===== src/rtl/spi_cfg_pkg.sv =====
package spi_cfg_pkg;
    localparam int ADDR_W  = 7;
    localparam int DATA_W  = 8;
    localparam int HDR_W   = 1 + ADDR_W;
    localparam int FRAME_W = HDR_W + DATA_W;
    localparam int CNT_MAX = FRAME_W + 1;
    localparam int CNT_W   = $clog2(CNT_MAX + 1);

    typedef struct packed {
        logic [CNT_W-1:0]   cnt;
        logic [FRAME_W-1:0] sh;
        logic               rd;
        logic [DATA_W-1:0]  tx;
        logic               sdo;
        logic               clk_p;
        logic               sel_p;
    } frame_st_t;
endpackage


===== src/rtl/spi_cfg_sync.sv =====
module spi_cfg_sync #(
    parameter int W = 1,
    parameter int STAGES = 2,
    parameter logic [W-1:0] RST_VAL = '0
) (
    input  logic         clk,
    input  logic         rst,
    input  logic [W-1:0] din,
    output logic [W-1:0] dout
);
    logic [STAGES-1:0][W-1:0] stg_d, stg_q;

    always_comb begin
        stg_d = {stg_q[STAGES-2:0], din};
    end

    always_ff @(posedge clk) begin
        if (rst) stg_q <= {STAGES{RST_VAL}};
        else     stg_q <= stg_d;
    end

    assign dout = stg_q[STAGES-1];
endmodule


===== src/rtl/spi_cfg_frame.sv =====
module spi_cfg_frame
    import spi_cfg_pkg::*;
(
    input  logic              clk,
    input  logic              rst,
    input  logic              sclk_s,
    input  logic              sel_n_s,
    input  logic              din_s,
    input  logic [DATA_W-1:0] rd_data,
    output logic [ADDR_W-1:0] rd_addr,
    output logic              wr_en,
    output logic [ADDR_W-1:0] wr_addr,
    output logic [DATA_W-1:0] wr_data,
    output logic              dout,
    output logic              dout_en
);
    frame_st_t st_d, st_q;
    logic clk_rise, clk_fall, sel_fall, sel_rise;
    logic [FRAME_W-1:0] sh_in;

    assign clk_rise = sclk_s & ~st_q.clk_p;
    assign clk_fall = ~sclk_s & st_q.clk_p;
    assign sel_fall = ~sel_n_s & st_q.sel_p;
    assign sel_rise = sel_n_s & ~st_q.sel_p;
    assign sh_in    = {st_q.sh[FRAME_W-2:0], din_s};
    assign rd_addr  = sh_in[ADDR_W-1:0];
    assign wr_addr  = st_q.sh[FRAME_W-2:DATA_W];
    assign wr_data  = st_q.sh[DATA_W-1:0];

    always_comb begin
        st_d       = st_q;
        wr_en      = 1'b0;
        st_d.clk_p = sclk_s;
        st_d.sel_p = sel_n_s;
        if (sel_fall) begin
            st_d.cnt = '0;
            st_d.rd  = 1'b0;
            st_d.sdo = 1'b0;
        end else if (!sel_n_s) begin
            if (clk_rise) begin
                st_d.sh = sh_in;
                if (st_q.cnt != CNT_W'(CNT_MAX)) st_d.cnt = st_q.cnt + 1'b1;
                if (st_q.cnt == CNT_W'(HDR_W - 1)) begin
                    st_d.rd = sh_in[HDR_W-1];
                    st_d.tx = rd_data;
                end
            end
            if (clk_fall && st_q.rd && st_q.cnt >= CNT_W'(HDR_W)
                && st_q.cnt < CNT_W'(FRAME_W)) begin
                st_d.sdo = st_q.tx[DATA_W-1];
                st_d.tx  = {st_q.tx[DATA_W-2:0], 1'b0};
            end
        end else if (sel_rise) begin
            wr_en    = (st_q.cnt == CNT_W'(FRAME_W)) && !st_q.sh[FRAME_W-1];
            st_d.rd  = 1'b0;
            st_d.sdo = 1'b0;
        end
    end

    always_ff @(posedge clk) begin
        if (rst) begin
            st_q       <= '0;
            st_q.sel_p <= 1'b1;
        end else begin
            st_q <= st_d;
        end
    end

    assign dout    = st_q.sdo;
    assign dout_en = ~sel_n_s;

    AST_DOUT_ON_FALL: assert property (@(posedge clk) disable iff (rst)
        !(clk_fall || sel_fall || sel_rise) |=> $stable(dout));
    AST_READ_NO_COMMIT: assert property (@(posedge clk) disable iff (rst)
        (sel_rise && st_q.rd) |-> !wr_en);
endmodule


===== src/rtl/spi_cfg_regs.sv =====
module spi_cfg_regs
    import spi_cfg_pkg::*;
#(
    parameter int NUM_REGS = 16
) (
    input  logic                       clk,
    input  logic                       rst,
    input  logic                       wr_en,
    input  logic [ADDR_W-1:0]          wr_addr,
    input  logic [DATA_W-1:0]          wr_data,
    input  logic [ADDR_W-1:0]          rd_addr,
    output logic [DATA_W-1:0]          rd_data,
    output logic [NUM_REGS*DATA_W-1:0] regs_flat
);
    logic [DATA_W-1:0] regs_d [NUM_REGS];
    logic [DATA_W-1:0] regs_q [NUM_REGS];

    always_comb begin
        rd_data = '0;
        for (int k = 0; k < NUM_REGS; k++) begin
            regs_d[k] = regs_q[k];
            if (wr_en && wr_addr == ADDR_W'(k)) regs_d[k] = wr_data;
            if (rd_addr == ADDR_W'(k)) rd_data = regs_q[k];
        end
    end

    always_ff @(posedge clk) begin
        for (int k = 0; k < NUM_REGS; k++) begin
            if (rst) regs_q[k] <= '0;
            else     regs_q[k] <= regs_d[k];
        end
    end

    for (genvar g = 0; g < NUM_REGS; g++) begin : g_flat
        assign regs_flat[g*DATA_W +: DATA_W] = regs_q[g];
    end

    AST_HOLD_WITHOUT_WRITE: assert property (@(posedge clk) disable iff (rst)
        !wr_en |=> $stable(regs_flat));
    AST_OOR_WRITE_DROPPED: assert property (@(posedge clk) disable iff (rst)
        (wr_en && 32'(wr_addr) >= NUM_REGS) |=> $stable(regs_flat));
endmodule


===== src/rtl/spi_cfg_slave.sv =====
module spi_cfg_slave
    import spi_cfg_pkg::*;
#(
    parameter int NUM_REGS = 16
) (
    input  logic                       clk,
    input  logic                       rst,
    input  logic                       ser_clk,
    input  logic                       ser_sel_n,
    input  logic                       ser_din,
    output logic                       ser_dout,
    output logic                       ser_dout_en,
    output logic [NUM_REGS*DATA_W-1:0] cfg_regs
);
    logic [2:0]        pins_s;
    logic              wr_en;
    logic [ADDR_W-1:0] wr_addr, rd_addr;
    logic [DATA_W-1:0] wr_data, rd_data;

    spi_cfg_sync #(.W(3), .STAGES(2), .RST_VAL(3'b100)) u_sync (
        .clk(clk), .rst(rst),
        .din({ser_sel_n, ser_clk, ser_din}),
        .dout(pins_s)
    );

    spi_cfg_frame u_frame (
        .clk(clk), .rst(rst),
        .sclk_s(pins_s[1]), .sel_n_s(pins_s[2]), .din_s(pins_s[0]),
        .rd_data(rd_data), .rd_addr(rd_addr),
        .wr_en(wr_en), .wr_addr(wr_addr), .wr_data(wr_data),
        .dout(ser_dout), .dout_en(ser_dout_en)
    );

    spi_cfg_regs #(.NUM_REGS(NUM_REGS)) u_regs (
        .clk(clk), .rst(rst),
        .wr_en(wr_en), .wr_addr(wr_addr), .wr_data(wr_data),
        .rd_addr(rd_addr), .rd_data(rd_data),
        .regs_flat(cfg_regs)
    );

    AST_EN_OFF_IDLE: assert property (@(posedge clk) disable iff (rst)
        ($past(ser_sel_n) && $past(ser_sel_n, 2) && $past(ser_sel_n, 3)) |-> !ser_dout_en);
    AST_EN_ON_SELECTED: assert property (@(posedge clk) disable iff (rst)
        (!$past(ser_sel_n) && !$past(ser_sel_n, 2) && !$past(ser_sel_n, 3)) |-> ser_dout_en);
endmodule


===== config.mk =====
export PLATFORM = sky130hd
export DESIGN_NAME = spi_cfg_slave
export DESIGN_NICKNAME = d
export VERILOG_FILES = /design/src/rtl/spi_cfg_pkg.sv /design/src/rtl/spi_cfg_sync.sv /design/src/rtl/spi_cfg_frame.sv /design/src/rtl/spi_cfg_regs.sv /design/src/rtl/spi_cfg_slave.sv
export SDC_FILE = /design/constraint.sdc
export NUM_CORES = 1
export LEC_CHECK = 0
export BUFFER_PORTS_ARGS = -buffer_cell sky130_fd_sc_hd__buf_2
export CORE_UTILIZATION = 45
export DETAILED_ROUTE_END_ITERATION = 12
export PLACE_DENSITY = 0.65
export SLEW_MARGIN = 10
export SYNTH_ARGS = -nofsm -noshare
export SYNTH_HDL_FRONTEND = slang
export SYNTH_SLANG_ARGS = --single-unit

===== constraint.sdc =====
create_clock -name clk -period 3.6 [get_ports clk]
set_input_delay 0.18 -clock clk [delete_from_list [all_inputs] [get_ports clk]]
set_output_delay 0.18 -clock clk [all_outputs]
set_load 0.03 [all_outputs]

Word-level counts from Yosys, hierarchy flattened
Memory sizes are Yosys's and may differ from the RTL's.
Cells that the tools add are included.

storage, ports and cells
  register bits after elaboration = 39
  output and inout port bits = 130
  bits in read-only memories = 0
  bits in latches = 0
  logic and storage cells = 166
  input port bits = 5
  memories = 1
  RAM bits = 128

memory list
  name           depth  width  read ports  clocked after Yosys merged registers in  wr ports  line                source
  u_regs.regs_q  16     8      16          0                                        16        spi_cfg_regs.sv:16  logic [DATA_W-1:0] regs_q [NUM_REGS];

operators by class
  divide/modulo/power cells = 0
  add/subtract/negate cells = 1
  shift operators = 0
  equality and inequality tests = 34
  bitwise gates (word level) = 25
  magnitude comparators = 2
  mux-type cells = 60
  multipliers = 0
  reductions and logical operators = 34

operators by type and width
  operator               count
  $mux W8                48
  $eq A7 B4 Y1 const B   16
  $eq A7 B3 Y1 const B   8
  $eq A7 B2 Y1 const B   4
  $mux W9                3
  $logic_and A1 B1 Y1    20
  $or A1 B1 Y1           16
  $eq A7 B1 Y1 const B   2
  $logic_not A7 Y1       2
  $reduce_bool A2 Y1     5
  $mux W1                9
  $reduce_and A3 Y1      3
  $add A5 B1 Y5 const B  1
  $eq A5 B3 Y1 const B   1
  $eq A5 B5 Y1 const B   1
  $ge A5 B4 Y1 const B   1
  $lt A5 B5 Y1 const B   1
  $ne A5 B5 Y1 const B   1
  $not A1 Y1             5
  $and A1 B1 Y1          4
  $reduce_and A4 Y1      1
  $ne A2 B1 Y1 const B   1
  $reduce_and A2 Y1      1
  $reduce_or A2 Y1       1
  $logic_not A1 Y1       1

Logic depth before layout (Yosys ltp)
  depth after elaboration = 21
  depth in mapped cells = 9
  gate-level depth less buffers = 7

Hierarchy
A second synthesis with hierarchy kept.

second synthesis, totals
  cells, all modules = 903
  area total of the unflattened synthesis = 7970.1 um2

by module, submodules not included
  module         sequential area each (um2)  area an instance (um2)  instances  cells an instance
  spi_cfg_regs   2562.5                      6248.5                  1          709
  spi_cfg_frame  660.6                       1564.0                  1          182
  spi_cfg_sync   120.1                       157.7                   1          12

Worst setup path after synthesis
Ideal clock, no wire load.

  path type = register -> register
  from = register u_frame.st_q[28] in the netlist's numbering
  to = memory u_regs.regs_q[5][1], in the netlist u_regs.regs_q[0][41]
  buffers on the path = 2
  clock period less this slack = 1.916 ns
  setup time = 0.128 ns
  arrival = 1.788 ns
  stages on the path, launching flop included = 10
  data required time = 3.472 ns
  path slack = 1.684 ns
  path through = dfxtp_1 > inv_1 > ha_1 > and4bb_2 > nand4b_4 > buf_4 > nor4b_2 > buf_4 > mux2i_1 > nor2_1

RTL lines
  what                      line                 source
  start: declaration        spi_cfg_frame.sv:17  frame_st_t st_d, st_q;
  start signal: assignment  spi_cfg_frame.sv:65  st_q <= st_d;
  end: declaration          spi_cfg_regs.sv:16

Worst setup path after layout
  from = register u_frame.st_q (netlist bit u_frame.rd_addr[4])
  to = register u_frame.st_q[6] in the netlist's numbering

on the way
  cells in the longest elaborated chain, start to end = 20
  elaborated cells on any way between the ends = 35
  classes of those cells = 15 x eq/ne; 19 x mux; 1 x reduce/logical

RTL lines
  what                    line                 source
  $logic_not A7 Y1        spi_cfg_regs.sv:23   if (rd_addr == ADDR_W'(k)) rd_data = regs_q[k];
  $mux W8 (15 in series)  spi_cfg_regs.sv:23
  $mux W8 (*)             spi_cfg_regs.sv:23
  $mux W9 (*)             spi_cfg_frame.sv:43  if (st_q.cnt == CNT_W'(HDR_W - 1)) begin
  $mux W9 (*)             spi_cfg_frame.sv:40  if (clk_rise) begin
  $mux W9 (*)             spi_cfg_frame.sv:48  if (clk_fall && st_q.rd && st_q.cnt >= CNT_W'(HDR_W)

Every way passes the cells marked *; elsewhere a longest branch is shown, timed or not. The select of a mux whose other input is x is not followed.
A chain may end at the register's enable or synchronous reset.

==> results.md <==
- The setup slack after layout is 0.920 ns.
- The area growth from synthesis to layout is 18.4%.
- After synthesis, the share of flip-flops with an asynchronous set or reset is 0%.
- The synthesized design spends more area on one cell type than any other, namely dfxtp_1.
- Cells fill 55.2% of the core in the end.
- Of the available clock period, the critical path in the final layout requires 74.5%.
- Across all layers, the routed design uses 7384 vias.
- The detailed-route vias per instance is 5.92.
- At the pin with the least slew margin, the transition time is 1.12 ns.
- The number of DRC violations after detailed-routing iteration 0 is 747.
- The count of nets after finishing is 1023.
- The first-pass detailed-route iteration total is 5.
- The area of the core is 16800 sq um.
- The most critical setup path has its startpoint at u_frame.rd_addr[4].
- The start point of the worst min-delay path is u_sync.stg_d[5].
- The largest delay contributor family on the critical path is simple AND/OR/NAND/NOR gates.
- The die covers 17900 sq um.
- Summing the sequential cell areas from Yosys gives 42.8% of the chip area.
- The element type at the critical path start is a flip-flop.
- With fillers left out, the area of the finished cells amounts to 9240 sq um.
- The maximum vdd drop is 0.349 mV.
- The total of flip-flops plus latches after synthesis is 167.
- The number of sinks driven by the clock tree is 167.
- The cell area after placement is 8580 sq um.
- The arrival time at the worst endpoint is 3.00 ns.
- The maximum clock rate is 373 MHz.
- The cell row count is 47.
- The master of the slowest instance on the critical path is nor4b_1.
- The via count of the first global-routing pass came to 6733.
- The clock edge transition at the registers on the reported setup and hold paths is 0.06 ns.
- The maximum buffer depth of the clock tree is 2.
- The first-pass GRT wire length is 39700 microns.
- The H-tree depth is 4.
- The startpoint of the worst register-to-register path is u_frame.rd_addr[4].
- The count of input and output buffers is 134.
- The most used flip-flop cell after synthesis is dfxtp_1.
- The I/O pin count is 135.
- After detailed routing, the total wire length is 25800 microns.
- The library cell used most frequently in the layout, excluding fill and tap cells, is dfxtp_1.
- Walking the worst path, the cells encountered are nor4b_1, buf_4, nand2_1, a221oi_1, a211oi_1, o41ai_1.
- STA classifies the critical path endpoint as a flip-flop.
- The critical path is of the flip-flop to flip-flop type.
- In this run, synthesis inferred 0 flip-flops with an integrated enable.
- The final weighted congestion of routability-driven global placement is 0.913.
- In the layout the commonest cells are 164 x dfxtp_1, 134 x nand2_1, 133 x buf_2.
- Power comes to 3.90 mW.
- After technology mapping, the gate count stands at 915.
- The initial utilization of the core area, before any placement, comes to 46.6%.
- The die is 134 microns wide.
- TritonCTS built the clock tree.
- The total power density per cell area is 422 nW/um^2.
- The final hold violation count is 0.
- The run finished with clean final reports.
- The number of buffers and inverters on the critical path is 1.
- Yosys attributes the largest share of cell area to dfxtp_1 43%, mux2i_1 10%, a21oi_1 6.5%.
- Of all nets on the critical path, the largest fanout is 16.
- The number of buffers inserted during clock tree synthesis is 17.
- The initial antenna violation count came to 0.
- The post-route DRC violation count is 0.
- For the worst-skew pair, the clock arrives at the later sink with an insertion delay of 0.43 ns.
- In the final layout, the share of cells above drive strength 1 is 22.0%.
- The worst setup slack before clock tree synthesis is 0.995 ns.
- For the worst setup path, the data required time is 3.92 ns.
- Global routing consumed, over all layers together, 29.1% of the routing resources.
- The setup fix buffers added after clock tree synthesis is 0.
- Entering global routing, the biggest net connects 86 pins.
- Across the run, the number of max-cap violations was 0.
- On the worst path, the slowest cell contributes a delay of 1.00 ns.
- The minimum clock period after layout is 2.68 ns.
- For this run, the number of Yosys warnings is 0.
- The total negative slack for setup checks is 0 ns.
- The die height is 134 microns.
- The leakage power figure is 3.74 nW.
- The post-detailed-placement half-perimeter wirelength is 17700 microns.
- The number of failing setup endpoints in the final timing report is 0.
- The mapped netlist covers 7810 sq um.
- The remaining max-slew budget at the tightest pin is 24.9%.
- The cell sitting at the root of the clock tree is a clkbuf_16.
- In this run the worst hold path is classified as flip-flop to flip-flop.
- In this run the mean area of a mapped cell was 8.53 sq um.
- The max-slew violation total from the final report is 0.
- Clock skew on the completed layout was measured at 0.00969 ns.
- Counting every net in the synthesized netlist gives 923.
- 0 antenna diodes ended up in the layout.
- The top cell type's share of synthesized area is 42.8%.
- The count of different cell masters after synthesis is 73.
- The leftover overflow at the end of global routing is 0.
- Setup repair after global routing left no endpoint under its margin.
- After detailed routing, the average wire length per cell comes to 20.7 microns.
- In this run the remaining antenna-violating nets after routing total 0.
## flip-flops by register name, indices dropped and copies added, names as in the netlist
name,cells
u_frame.st_q,17
u_frame.rd_addr,6
u_frame.wr_addr,7
u_sync.stg_d,3
u_frame.dout,1
u_sync.dout,3
u_frame.wr_data,2
u_regs.regs_q,128
## report_power, final
part,internal [mW],total (mW),switching (mW)
sequential,1.85,1.86,0.00732
clock,1.20,1.97,0.777
combinational,0.0199,0.0682,0.0483
## repair_timing
item / 4_1_cts / 5_1_grt
hold buffers: 4 / 0
hold endpoints to repair: 4 / 0
gates resized for setup: 0 / 0
## worst paths after layout
check        slack (ns)  cells after the start              end
max                0.92                      6  u_frame.st_q[6]
min                0.43                      1   u_sync.dout[2]
max reg2reg        0.92                      6  u_frame.st_q[6]
min reg2reg        0.43                      1   u_sync.dout[2]
## cells by family after synthesis
| group | Yosys count | share of synthesized area (%) |
|---|---|---|
| AOI/OAI and AO/OA | 247 | 18.2 |
| xor gates and xnor gates | 4 | 0.449 |
| adders and majority gates | 3 | 0.481 |
| buffers and inverters | 89 | 4.95 |
| DFF | 167 | 42.8 |
| muxes | 94 | 13.3 |
| and+or+nand+nor | 311 | 19.8 |
## final cells by class
type,count,area [sq um]
Clock buffer,20,457
Clock inverter,11,171
Fill cell,1566,7520
Inverter,13,48.8
Multi-Input combinational cell,659,4080
Sequential cell,167,3350
Tap cell,220,275
Timing Repair Buffer,157,868
## synth_stat cells, types with 3 or more instances
cell type,number
nand3_1,21
a31oi_1,4
dfxtp_1,167
o2111ai_1,3
or3_1,3
a22oi_1,4
clkbuf_1,41
a32oi_1,3
o211ai_1,5
nand4_1,4
mux2_2,8
ha_1,3
o22ai_1,3
a221oi_1,5
buf_2,24
nand4_2,3
a211oi_1,5
nor3b_1,3
o21ai_0,86
nor2_1,87
o31ai_1,3
buf_4,4
and3_1,5
and4bb_2,3
xor2_1,3
inv_1,12
nand2_1,134
mux4_2,7
nor3_1,5
mux2i_1,79
a21oi_1,101
o221ai_1,3
and2_1,5
nor2_4,5
nor2b_1,10
a21o_1,3
buf_1,6
## per-stage QoR
stage               cells  hold WS, ns
floorplan             915        0.284
global placement     1212        0.368
detailed placement   1212        0.376
CTS                  1247        0.441
global route         1247        0.441
finish               1247        0.426
## routing by layer
| layer | vias up | part of all wire (%) | global-route usage [%] |
|---|---|---|---|
| met1 | 3589 | 46 | 41.8 |
| li1 | 3435 | - | - |
| met3 | 41 | 7.2 | 5.33 |
| met4 | 0 | 2.0 | 8.84 |
| met5 | - | 0 | 0 |
| met2 | 319 | 45 | 44.0 |
(Power assumes the default switching activity.)
